### config.mk
export PLATFORM = sky130hd
export DESIGN_NAME = codec_sema_ctl
export DESIGN_NICKNAME = d
export VERILOG_FILES = /design/src/rtl/csema_pkg.sv /design/src/rtl/csema_owner.sv /design/src/rtl/csema_rd_timer.sv /design/src/rtl/csema_status.sv /design/src/rtl/codec_sema_ctl.sv
export SDC_FILE = /design/constraint.sdc
export NUM_CORES = 1
export LEC_CHECK = 0
export BUFFER_PORTS_ARGS = -buffer_cell sky130_fd_sc_hd__buf_2
export CAP_MARGIN = 30
export CORE_MARGIN = 10
export CORE_UTILIZATION = 45
export DETAILED_ROUTE_END_ITERATION = 8
export PLACE_DENSITY = 0.84
export SETUP_SLACK_MARGIN = 0.02
export SLEW_MARGIN = 10
export SYNTH_ARGS = -nofsm -noshare
export SYNTH_HDL_FRONTEND = slang
export SYNTH_SLANG_ARGS = --single-unit
### constraint.sdc
create_clock -name clk -period 3 [get_ports clk]
set_clock_uncertainty 0.2 [all_clocks]
set_input_delay 0 -clock clk [delete_from_list [all_inputs] [get_ports clk]]
set_output_delay 0 -clock clk [all_outputs]
set_load 0.005 [all_outputs]
### src/rtl/csema_pkg.sv
package csema_pkg;
   // status register bit positions (software decodes these)
   localparam int unsigned ST_GPI_BIT = 0;
   localparam int unsigned ST_MI_BIT  = 1;
   localparam int unsigned ST_MO_BIT  = 2;
   localparam int unsigned ST_TO_BIT  = 3;
   localparam int unsigned REG_W      = 8;

   typedef enum logic {
      RD_IDLE = 1'b0,
      RD_WAIT = 1'b1
   } rd_state_e;
endpackage

### src/rtl/csema_owner.sv
module csema_owner (
   input  logic clk,
   input  logic rst_n,
   input  logic fn_rst,
   input  logic claim,
   input  logic release_i,
   output logic owned
);
   always_ff @(posedge clk or negedge rst_n) begin
      if (!rst_n)         owned <= 1'b0;
      else if (fn_rst)    owned <= 1'b0;
      else if (claim)     owned <= 1'b1;
      else if (release_i) owned <= 1'b0;
   end
endmodule

### src/rtl/csema_rd_timer.sv
module csema_rd_timer
   import csema_pkg::*;
#(
   parameter int unsigned DATA_W         = 16,
   parameter int unsigned TIMEOUT_FRAMES = 4
) (
   input  logic              clk,
   input  logic              rst_n,
   input  logic              fn_rst,
   input  logic              issue,
   input  logic              frame_start,
   input  logic              rsp_valid,
   input  logic [DATA_W-1:0] rsp_data,
   output logic              cpl_valid,
   output logic [DATA_W-1:0] cpl_data,
   output logic              expire,
   output logic              busy
);
   localparam int unsigned       CNT_W = $clog2(TIMEOUT_FRAMES + 1);
   localparam logic [CNT_W-1:0]  LAST  = CNT_W'(TIMEOUT_FRAMES - 1);

   rd_state_e        state_q;
   logic [CNT_W-1:0] frames_q;
   logic             got_rsp;

   assign busy = (state_q == RD_WAIT);

   always_comb begin
      got_rsp = busy && rsp_valid && !fn_rst;
      expire  = busy && !rsp_valid && frame_start && (frames_q == LAST) && !fn_rst;
   end

   always_ff @(posedge clk or negedge rst_n) begin
      if (!rst_n) begin
         state_q   <= RD_IDLE;
         frames_q  <= '0;
         cpl_valid <= 1'b0;
         cpl_data  <= '0;
      end else if (fn_rst) begin
         state_q   <= RD_IDLE;
         frames_q  <= '0;
         cpl_valid <= 1'b0;
      end else begin
         cpl_valid <= got_rsp || expire;
         if (got_rsp)     cpl_data <= rsp_data;
         else if (expire) cpl_data <= '1;
         if (busy) begin
            if (got_rsp || expire) state_q  <= RD_IDLE;
            else if (frame_start)  frames_q <= frames_q + 1'b1;
         end else if (issue) begin
            state_q  <= RD_WAIT;
            frames_q <= '0;
         end
      end
   end
endmodule

### src/rtl/csema_status.sv
module csema_status #(
   parameter int unsigned N_IN        = 2,
   parameter int unsigned N_OUT       = 2,
   parameter bit          SUMMARY_REG = 1'b0
) (
   input  logic             clk,
   input  logic             rst_n,
   input  logic             fn_rst,
   input  logic             gpi_set,
   input  logic             gpi_clr,
   input  logic             to_set,
   input  logic             to_clr,
   input  logic [N_IN-1:0]  mi_sts,
   input  logic [N_OUT-1:0] mo_sts,
   output logic             gpi_flag,
   output logic             to_flag,
   output logic             mi_int,
   output logic             mo_int
);
   // input-change flag: only the main reset clears it
   always_ff @(posedge clk or negedge rst_n) begin
      if (!rst_n)       gpi_flag <= 1'b0;
      else if (gpi_set) gpi_flag <= 1'b1;
      else if (gpi_clr) gpi_flag <= 1'b0;
   end

   always_ff @(posedge clk or negedge rst_n) begin
      if (!rst_n)      to_flag <= 1'b0;
      else if (fn_rst) to_flag <= 1'b0;
      else if (to_set) to_flag <= 1'b1;
      else if (to_clr) to_flag <= 1'b0;
   end

   generate
      if (SUMMARY_REG) begin : g_sum_reg
         always_ff @(posedge clk or negedge rst_n) begin
            if (!rst_n) begin
               mi_int <= 1'b0;
               mo_int <= 1'b0;
            end else begin
               mi_int <= |mi_sts;
               mo_int <= |mo_sts;
            end
         end
      end else begin : g_sum_comb
         assign mi_int = |mi_sts;
         assign mo_int = |mo_sts;
      end
   endgenerate
endmodule

### src/rtl/codec_sema_ctl.sv
module codec_sema_ctl
   import csema_pkg::*;
#(
   parameter int unsigned DATA_W         = 16,
   parameter int unsigned TIMEOUT_FRAMES = 4,
   parameter int unsigned N_IN           = 2,
   parameter int unsigned N_OUT          = 2,
   parameter int unsigned ADDR_W         = 2,
   parameter int unsigned OWN_ADDR       = 0,
   parameter int unsigned STAT_ADDR      = 1,
   parameter bit          SUMMARY_REG    = 1'b0
) (
   input  logic              clk,
   input  logic              rst_n,
   input  logic              fn_rst,
   input  logic              reg_rd,
   input  logic              reg_wr,
   input  logic [ADDR_W-1:0] reg_addr,
   input  logic [7:0]        reg_wdata,
   output logic [7:0]        reg_rdata,
   input  logic              cod_rd_req,
   input  logic              cod_wr_done,
   input  logic              frame_start,
   input  logic              rsp_valid,
   input  logic [DATA_W-1:0] rsp_data,
   output logic              cpl_valid,
   output logic [DATA_W-1:0] cpl_data,
   input  logic              gpi_chg,
   input  logic [N_IN-1:0]   mi_sts,
   input  logic [N_OUT-1:0]  mo_sts
);
   localparam logic [ADDR_W-1:0] A_OWN  = ADDR_W'(OWN_ADDR);
   localparam logic [ADDR_W-1:0] A_STAT = ADDR_W'(STAT_ADDR);

   generate
      if (TIMEOUT_FRAMES < 1) begin : g_bad_timeout
         $error("TIMEOUT_FRAMES must be at least 1");
      end
      if (DATA_W < 1 || N_IN < 1 || N_OUT < 1) begin : g_bad_width
         $error("DATA_W, N_IN and N_OUT must be at least 1");
      end
      if (OWN_ADDR == STAT_ADDR) begin : g_bad_addr
         $error("OWN_ADDR and STAT_ADDR must differ");
      end
      if (OWN_ADDR >= (1 << ADDR_W) || STAT_ADDR >= (1 << ADDR_W)) begin : g_bad_range
         $error("register address does not fit ADDR_W");
      end
   endgenerate

   logic hit_own, hit_stat;
   logic owned, expire, busy;
   logic gpi_flag, to_flag, mi_int, mo_int;
   logic unused_wbits;

   assign hit_own      = (reg_addr == A_OWN);
   assign hit_stat     = (reg_addr == A_STAT);
   assign unused_wbits = ^{reg_wdata[7:4], reg_wdata[2:1]} ^ busy;

   csema_owner u_owner (
      .clk       (clk),
      .rst_n     (rst_n),
      .fn_rst    (fn_rst),
      .claim     (reg_rd && hit_own),
      .release_i (cpl_valid || cod_wr_done),
      .owned     (owned)
   );

   csema_rd_timer #(
      .DATA_W         (DATA_W),
      .TIMEOUT_FRAMES (TIMEOUT_FRAMES)
   ) u_timer (
      .clk         (clk),
      .rst_n       (rst_n),
      .fn_rst      (fn_rst),
      .issue       (cod_rd_req),
      .frame_start (frame_start),
      .rsp_valid   (rsp_valid),
      .rsp_data    (rsp_data),
      .cpl_valid   (cpl_valid),
      .cpl_data    (cpl_data),
      .expire      (expire),
      .busy        (busy)
   );

   csema_status #(
      .N_IN        (N_IN),
      .N_OUT       (N_OUT),
      .SUMMARY_REG (SUMMARY_REG)
   ) u_status (
      .clk      (clk),
      .rst_n    (rst_n),
      .fn_rst   (fn_rst),
      .gpi_set  (gpi_chg),
      .gpi_clr  (reg_wr && hit_stat && reg_wdata[ST_GPI_BIT]),
      .to_set   (expire),
      .to_clr   (reg_wr && hit_stat && reg_wdata[ST_TO_BIT]),
      .mi_sts   (mi_sts),
      .mo_sts   (mo_sts),
      .gpi_flag (gpi_flag),
      .to_flag  (to_flag),
      .mi_int   (mi_int),
      .mo_int   (mo_int)
   );

   always_comb begin
      reg_rdata = '0;
      if (hit_own) begin
         reg_rdata[0] = owned;
      end else if (hit_stat) begin
         reg_rdata[ST_GPI_BIT] = gpi_flag;
         reg_rdata[ST_MI_BIT]  = mi_int;
         reg_rdata[ST_MO_BIT]  = mo_int;
         reg_rdata[ST_TO_BIT]  = to_flag;
      end
   end
endmodule

### After elaboration in Yosys (flattened, before gate mapping)

Index checks and enable logic that the tools add are counted.

* bitwise operators: 1
* reduce and logical (&&, ||, !) cells: 24
* muxes and demuxes: 23
* add/sub/neg operators: 1
* equal/unequal tests: 4

Operators by type and width (number)
* $mux W16: 2
* $mux W3: 6
* $mux W1: 14
* $logic_and A1 B1 Y1: 10
* $reduce_bool A3 Y1: 3
* $ne A3 B3 Y1 const B: 2
* $mux W4: 1
* $reduce_bool A2 Y1: 2
* $reduce_or A2 Y1: 2
* $add A3 B1 Y3 const B: 1
* $eq A3 B2 Y1 const B: 1
* $reduce_and A3 Y1: 1
* $eq A2 B1 Y1 const B: 1
* $logic_not A1 Y1: 2
* $logic_not A2 Y1: 1
* $logic_or A1 B1 Y1: 2
* $reduce_and A2 Y1: 1
* $not A1 Y1: 1

* register bits: 24
* output and inout port bits: 25
* logic and storage cells: 60
* input bits: 40

### Longest topological paths before layout

Gate-level depths: netlist of run 1.

* depth in word-level cells: 9
* depth in mapped cells: 6
* depth with buffers taken out: 5

### By module

From an unflattened synthesis of run 1, not the netlist that was laid out.

* cells, all modules: 87
* area total of the unflattened synthesis: 1119.8 µm²

By module, submodules not included
* csema_rd_timer: seq. area each 525.5 µm², area an instance 865.8 µm², instances 1, cells an instance 59
* codec_sema_ctl: seq. area each 0.0 µm², area an instance 110.1 µm², instances 1, cells an instance 15
* csema_status: seq. area each 50.0 µm², area an instance 100.1 µm², instances 1, cells an instance 9
* csema_owner: seq. area each 25.0 µm², area an instance 43.8 µm², instances 1, cells an instance 4

### Worst setup path before layout of run 1

Ideal clock, no wire load.

* path kind: register to register
* from: reg u_timer.frames_q[0]
* to: reg u_timer.cpl_data[1]
* setup slack: 1.258 ns
* period minus slack after synthesis: 1.742 ns
* required time: 2.679 ns
* stages on the path, launching flop included: 7
* setup time: 0.121 ns
* arrival: 1.421 ns
* path buffers: 1
* cell sequence: dfrtp_1 -> ha_1 -> ha_1 -> a21oi_1 -> nor2_4 -> buf_6 -> o22a_1

* cells in the longest elaborated chain, start to end: 5

RTL lines
* start, declared: line csema_rd_timer.sv:23 `logic [CNT_W-1:0] frames_q;`
* start signal, assigned: line csema_rd_timer.sv:49 `else if (frame_start) frames_q <= frames_q + 1'b1;`
* $eq A3 B2 Y1: line csema_rd_timer.sv:30 `expire = busy && !rsp_valid && frame_start && (frames_q == LAST) && !fn_rst;`
* $logic_and A1 B1 Y1 (2 in series): line csema_rd_timer.sv:30
* $reduce_bool A2 Y1 (no line)
* $reduce_and A2 Y1 (no line)
* end signal, assigned: line csema_rd_timer.sv:45 `if (got_rsp) cpl_data <= rsp_data;`
* end, declared: line csema_rd_timer.sv:15 `output logic [DATA_W-1:0] cpl_data,`

Every way passes these cells.
A chain may end at the register's enable or synchronous reset.

### Final worst setup path of run 1

* from: reg u_timer.frames_q[0]
* to: reg u_timer.frames_q[1]

* cells in the longest elaborated chain, start to end: 6
* elaborated cells on any way between the ends: 11
* classes of those cells: add/sub (1); eq/ne (2); mux (4); reduce/logical (4)

RTL lines
* parallel branches: the longest is 6 deep, another holds $add A3 B1 Y3

Parallel ways; which one is timed is not known. The select of a mux whose other input is x is not followed.

==> results of run 1 <==
==> cells by family after synthesis <==
family                   Yosys count  synth area share
AND/OR/NAND/NOR                   25            0.1490
adder cells (fa/ha/maj)            2           0.02403
buffers and inverters              8           0.05168
AO/OA/AOI/OAI                     25            0.1851
multiplexers                       1          0.009616
flip-flops                        24            0.5769
other                              1          0.003602
==> sequential cells by signal (all words and copies together) (netlist names) <==
signal             count
u_timer.cpl_data      16
u_timer.frames_q       3
u_owner.owned          1
u_status.gpi_flag      1
u_status.to_flag       1
u_timer.busy           1
u_timer.cpl_valid      1
==> final cells by class <==
type	instances	area, sq um	area share
Multi-Input combinational cell	57	397.9	0.2400
Inverter	2	7.507	0.004528
Sequential cell	24	600.6	0.3623
Clock buffer	4	36.28	0.02189
Tap cell	28	35.03	0.02113
Timing Repair Buffer	85	580.6	0.3502
==> cells in the mapped netlist <==
master,count
dfrtp_1,24
o22a_1,16
nor2_1,9
a21oi_1,4
buf_4,4
nand2_1,4
nand4b_1,3
ha_1,2
inv_1,2
nand2b_1,2
nand2b_2,2
o21ai_0,2
o31ai_1,2
a22oi_1,1
buf_2,1
buf_6,1
conb_1,1
mux2i_1,1
nand3_1,1
nand3b_2,1
nand4bb_2,1
nor2_4,1
or2_0,1
==> worst paths after layout <==
check | startpoint | depth (start not counted) | slack, ns | end
max reg2reg | u_timer.frames_q[0]$_DFFE_PN0P_ | 6 | 0.66 | u_timer.frames_q[1]$_DFFE_PN0P_
min reg2reg | u_timer.cpl_data[8]$_DFFE_PN0P_ | 1 | 0.32 | u_timer.cpl_data[8]$_DFFE_PN0P_
max | u_timer.frames_q[0]$_DFFE_PN0P_ | 6 | 0.66 | u_timer.frames_q[1]$_DFFE_PN0P_
min | reg_addr[1] | 3 | 0.06 | reg_rdata[0]
max in group asynchronous | rst_n | 4 | 0.95 | u_timer.cpl_data[8]$_DFFE_PN0P_
min in group asynchronous | rst_n | 3 | 0.46 | u_owner.owned$_DFFE_PN0P_
==> routing by layer <==
layer	track usage	vias up
li1	-	475
met1	0.1621	453
met2	0.2453	51
met3	0.05873	2
met4	0.04271	0
met5	0	-
==> power breakdown <==
| part | internal [mW] | leakage (nW) | switching [mW] |
|---|---|---|---|
| registers | 0.379 | 0.284 | 0.0338 |
| clock network | 0.0740 | 0.0210 | 0.0922 |
| logic | 0.127 | 0.469 | 0.0801 |
==> per-stage QoR <==
stage	hold WS [ns]	std cells	instance area [sq um]
6_report	0.05906	200	1658
4_1_cts	0.05716	200	1658
3_5_place_dp	-0.1970	165	1311
3_3_place_gp	-0.2025	165	1311
2_1_floorplan	-0.4956	89	1052
5_1_grt	0.07867	200	1658
==> critical path: cells and delay by family (launching register included) <==
kind	cells	cell delay, ns
buffers and inverters	1	0.56
and+or+nand+nor	2	0.56
adders and majority gates	2	0.41
DFF	1	0.43
AOI/OAI and AO/OA	1	0.13
==> summary.md, run 1 <==
| Metric | Value |
|---|---|
| Fin Setup TNS | 0 ns |
| Most frequent cells in the layout | buf_2 (54), dlygate4sd3_1 (31), dfrtp_1 (24), o22a_1 (16), nor2_1 (9) |
| Period utilization | 0.7815 |
| Clock Latency Late Sink | about 0.31 ns |
| H-tree depth reported by CTS | 1 |
| I/O pin count | 65 |
| CTS tree | built |
| P per Cell Area | 474.7 mW/mm^2 |
| RSZ-0062 raised after global routing | no |
| Placer Congestion | a little over 0.8 |
| Post-DP HPWL | roughly 2200 um |
| Slew Limit Fails | 0 |
| Met3 wire len | around 340 um |
| Routed WL per cell | between 15 and 20 um |
| Synth Area per Inst | ~12 sq um |
| Max-Cap Viols | 0 |
| Post-synthesis register bit count | 24 |
| Place WS | around 1.2 ns |
| Post-layout nets | between 200 and 250 |
| Max-slew headroom | 0.6584 |
| Yosys warns | 0 |
| Worst stage delay on the critical path | around 0.56 ns |
| Slowest stage cell, crit path | dlygate4sd3_1 |
| Worst setup SP type | flop |
| Top post-synthesis cells by area | dfrtp_1 (58%), o22a_1 (13%), nor2_1 (3.2%), buf_4 (2.9%), nand4b_1 (2.5%) |
| Vias per cell | about 4.9 |
| Via Count | ~980 |
| Core Util, Final | 0.7494 |
| Synth Cell Area | 0.001041 sq mm |
| CTS-repair resized insts | 0 |
| Share of cells above drive strength 1 | 0.3663 |
| Fill cells | ~160 |
| Crit Path Class | flop to flop |
| Detail Route Antenna Nets | 0 |
| Slew of the pin with the lowest slew margin | between 0.5 and 0.6 ns |
| Final WS setup | 0.6555 ns |
| CTS Sinks | 24 |
| Die X | roughly 70 um |
| ANT cells | 0 |
| M1 WL | around 1400 um |
| Drt drc | 0 |
| GRT overflow | 0 |
| Core outline area | about 0.0022 sq mm |
| Wire length of the first global-routing pass | between 5000 and 6000 um |
| CTS Root Buffer Type | clkbuf_4 |
| Largest net degree at the start of global routing | 18 |
| Initial antenna violation count | 0 |
| Fmax | 0.4265 GHz |
| First-pass DRT Iterations | 4 |
| Register area share after synthesis | 0.5769 |
| Port Buf Inserts | 54 |
| Outcome | finished clean |
| CTS Buf Count | 3 |
| Initial drt markers | 8 |
| Most common cell after layout, fill and taps aside | buf_2 |
| Area of the die | around 0.0046 sq mm |
| Crit. End Element | flop |
| Bufs on Longest Clock Path | 2 |
| Starting Density | 0.4706 |
| Synth cell types | 23 |
| Post-CTS setup buffers | 0 |
| Routed wire length | about 3200 um |
| Finish-stage setup viols | 0 |
| Largest area contributor in the synthesized netlist | dfrtp_1 |
| VDD IR max | 0.0003850 V |
| LEAKAGE | a little under 0.8 nW |
| Max layer used | met4 |
| Area share of the largest cell type after synthesis | 0.5769 |
| CP arrival | between 2 and 2.5 ns |
| Pwr Total | just under 0.8 mW |
| Tightest Hold Check Type | input port to output port |
| Overall routing resource usage | 0.1442 |
| Final Critical Period | roughly 2.3 ns |
| Final hold viol count | 0 |
| CTS clk-pin slew, worst paths | 0.13 ns |
| Worst Path Max Fanout | 5 |
| Top cell by count, worst path | ha_1 |
| Synth-to-Final Area Change | 59.25% |
| CP Data Required Time | about 3 ns |
| CTS Hold Bufs | 31 |
| Vias in the first global route | between 1000 and 1500 |
| Die span in y | 68.10 um |
| Worst path cell trace | ha_1, ha_1, nand4bb_2, or2_0, dlygate4sd3_1, a21oi_1 |
| Cell count after synthesis | 86 |
| Placement Rows | 17 |
| WL met2 | around 1500 um |
No activity file was read; power rests on OpenSTA's default activity.
==> run 2, diff against run 1 <==
--- a/config.mk
+++ b/config.mk
@@ -8,9 +8,9 @@
 export BUFFER_PORTS_ARGS = -buffer_cell sky130_fd_sc_hd__buf_2
 export CAP_MARGIN = 30
 export CORE_MARGIN = 10
-export CORE_UTILIZATION = 45
+export CORE_UTILIZATION = 37
 export DETAILED_ROUTE_END_ITERATION = 8
-export PLACE_DENSITY = 0.84
+export PLACE_DENSITY = 0.74
 export SETUP_SLACK_MARGIN = 0.02
 export SLEW_MARGIN = 10
 export SYNTH_ARGS = -nofsm -noshare
==> constraint.sdc (replaced) <==
create_clock -name clk -period 1.99 [get_ports clk]
set_clock_uncertainty 0.2 [all_clocks]
set_input_delay 0 -clock clk [delete_from_list [all_inputs] [get_ports clk]]
set_output_delay 0 -clock clk [all_outputs]
set_load 0.005 [all_outputs]
==> run 2 against run 1 <==
Power up 62%. Critical path depth down 1. Clock power up 110%. Wire length down 3.9%. The run now ends with hold timing left. Clock-buffer cell count down 1. Global-route usage down 2.2 points. Register-to-register slack worse by 0.52 ns. First-iteration DRC count rose to 2.9 times the previous value. Utilization down 14 points. Sequential power up 50%. Cell count up 1.0%.
==> summary.md, run 2 (synthesis results as in run 1) <==
| Metric | Value |
|---|---|
| Outcome | complete, but fails checks (was finished clean) |
| Violated checks | hold timing |
| Via Count | 981 (unchanged) |
| CP Data Required Time | 2.00 ns (was 3.04 ns) |
| ANT cells | 0 (unchanged) |
| Wire length of the first global-routing pass | 5361 um (was 5168 um) |
| Worst stage delay on the critical path | 0.57 ns (was 0.56 ns) |
| Post-DP HPWL | 2105 um (was 2207 um) |
| Clock Latency Late Sink | 0.31 ns (about the same) |
| Initial antenna violation count | 0 (unchanged) |
| Pwr Total | 1.278 mW (was 0.7870 mW) |
| Largest net degree at the start of global routing | 25 (was 18) |
| LEAKAGE | 0.7752 nW (was 0.7734 nW) |
| I/O pin count | 65 (unchanged) |
| RSZ-0062 raised after global routing | no (unchanged) |
| Initial drt markers | 23 (was 8) |
| CTS Buf Count | 3 (unchanged) |
| Finish-stage setup viols | 0 (unchanged) |
| Worst setup SP type | flop (unchanged) |
| Fin Setup TNS | 0 ns (unchanged) |
| Overall routing resource usage | 0.1227 (was 0.1442) |
| Combinational power share | 0.243 (was 0.264) |
| Die X | 73.04 um (was 68.10 um) |
| Port Buf Inserts | 54 (unchanged) |
| Worst path cell trace | ha_1, ha_1, nand4b_1, dlygate4sd3_1, a21oi_2 (was ha_1, ha_1, nand4bb_2, or2_0, dlygate4sd3_1, a21oi_1) |
| Vias in the first global route | 1096 (was 1110) |
| Max-slew headroom | 0.6501 (was 0.6584) |
| Switching share of power | 0.2426 (was 0.2619) |
| Clk network pwr share | 0.271 (was 0.211) |
| Synth-to-Final Area Change | 61.06% (was 59.25%) |
| Share of cells above drive strength 1 | 0.3860 (was 0.3663) |
| Fin Hold WS | -0.02921 ns (was 0.05906 ns) |
| Max reg flops | 16 (unchanged) |
| Final hold viol count | 1 (was 0) |
| WL met2 | 1561 um (was 1521 um) |
| Slowest stage cell, crit path | dlygate4sd3_1 (unchanged) |
| CTS Root Buffer Type | clkbuf_4 (unchanged) |
| Die span in y | 73.04 um (was 68.10 um) |
| Most common cell after layout, fill and taps aside | buf_2 (unchanged) |
| M1 WL | 1236 um (was 1366 um) |
| Core outline area | 0.002734 sq mm (was 0.002212 sq mm) |
| Leading registers by flop count | u_timer.cpl_data x16, u_timer.frames_q x3 (unchanged) |
| Starting Density | 0.3808 (was 0.4706) |
| Fmax | 0.5383 GHz (was 0.4265 GHz) |
| Placed Cells | 168 (was 165) |
| Post-route cell area | 0.001677 sq mm (was 0.001658 sq mm) |
| Final Critical Period | 1.858 ns (was 2.345 ns) |
| P per Cell Area | 762.3 mW/mm^2 (was 474.7 mW/mm^2) |
| Most frequent cells in the layout | buf_2 (54), dlygate4sd3_1 (29), dfrtp_1 (24), o22a_1 (16), nor2_1 (9) (was buf_2 (54), dlygate4sd3_1 (31), dfrtp_1 (24), o22a_1 (16), nor2_1 (9)) |
| Psw | 0.3101 mW (was 0.2061 mW) |
| Placement Rows | 19 (was 17) |
| P_int | 0.9680 mW (was 0.5809 mW) |
| Detail Route Antenna Nets | 0 (unchanged) |
| Slew of the pin with the lowest slew margin | 0.5232 ns (was 0.5107 ns) |
| Crit Path Class | flop to flop (unchanged) |
| Vias per cell | 4.856 (was 4.905) |
| Max layer used | met4 (unchanged) |
| Most flops, register | u_timer.cpl_data (unchanged) |
| Slew Limit Fails | 0 (unchanged) |
| Routed WL per cell | 15.45 um (was 16.24 um) |
| VDD IR max | 0.0007915 V (was 0.0003850 V) |
| Period utilization | 0.9335 (was 0.7815) |
| Crit path from | u_timer.frames_q[0]$_DFFE_PN0P_ (unchanged) |
| Post-Layout Cell Count | 202 (was 200) |
| Area of the die | 0.005335 sq mm (was 0.004637 sq mm) |
| Cell Area, Placed | 0.001315 sq mm (was 0.001311 sq mm) |
| CTS clk-pin slew, worst paths | 0.13 ns (about the same) |
| Met3 wire len | 312 um (was 344 um) |
| H-tree depth reported by CTS | 1 (unchanged) |
| Final WS setup | 0.1323 ns (was 0.6555 ns) |
| Worst Path Max Fanout | 3 (was 5) |
| CTS tree | built (unchanged) |
| Routed wire length | 3120 um (was 3247 um) |
| Crit. End Element | flop (unchanged) |
| Worst hold start | reg_addr[0] (was reg_addr[1]) |
| CP arrival | 1.87 ns (was 2.39 ns) |
| Tightest Hold Check Type | input port to flop (was input port to output port) |
| First-pass DRT Iterations | 4 (unchanged) |
| Place WS | 0.1872 ns (was 1.207 ns) |
| Core Util, Final | 0.6133 (was 0.7494) |
| GRT overflow | 0 (unchanged) |
| Flop pwr share | 0.486 (was 0.525) |
| CTS Sinks | 24 (unchanged) |
| RR Startpoint | u_timer.frames_q[0]$_DFFE_PN0P_ (unchanged) |
| Max-Cap Viols | 0 (unchanged) |
| Placer Congestion | 0.7213 (was 0.8302) |
| Post-layout nets | 214 (was 215) |
| Drt drc | 0 (unchanged) |
| Top cell by count, worst path | ha_1 (unchanged) |
| Bufs on Longest Clock Path | 2 (unchanged) |
run 2: metal layers:
metal | vias to the layer above | GRT usage
met2 | 40 | 0.2044
li1 | 472 | -
met3 | 2 | 0.05714
met1 | 467 | 0.1369
met5 | - | 0
met4 | 0 | 0.03165
run 2: area by class of cell:
type	instances	area [sq um]
Clock buffer	3	22.52
Clock inverter	1	30.03
Fill cell	228	1057
Inverter	2	7.507
Multi-Input combinational cell	57	405.4
Sequential cell	24	600.6
Tap cell	31	38.79
Timing Repair Buffer	84	571.8
run 2: final timing paths:
kind                                                    to  slack [ns]  cells after the start
setup / recovery              u_status.to_flag$_DFFE_PN0P_        0.13                      5
hold / removal                u_status.to_flag$_DFFE_PN0P_       -0.03                      4
setup reg to reg              u_status.to_flag$_DFFE_PN0P_        0.13                      5
hold reg to reg            u_timer.frames_q[0]$_DFFE_PN0P_        0.31                      1
max in group asynchronous  u_timer.frames_q[1]$_DFFE_PN0P_        0.59                      4
min in group asynchronous  u_timer.cpl_data[4]$_DFFE_PN0P_        0.50                      3
run 2: timing repair:
item / CTS / global route
hold buffers: 30 / 0
setup buffers: 0 / 0
endpoints found under the hold margin: 48 / 0
resized for setup: 0 / 3
setup endpoints to repair: 0 / 1
run 2: critical path: cells and delay by family (launching register included):
family	cells	cell delay [ns]
buffers and inverters	1	0.57
DFF	1	0.42
adders and majority gates	2	0.42
and+or+nand+nor	1	0.10
AOI/OAI and AO/OA	1	0.06
run 2: power groups by stage:
stage	Sequential, mW	Clock [mW]	Combinational (mW)
after CTS	0.618	0.358	0.310
after detailed placement	0.628	0	0.268
after floorplan	0.635	0	0.111
after global routing	0.630	0.376	0.347
final	0.621	0.346	0.311
after global placement	0.622	0	0.263
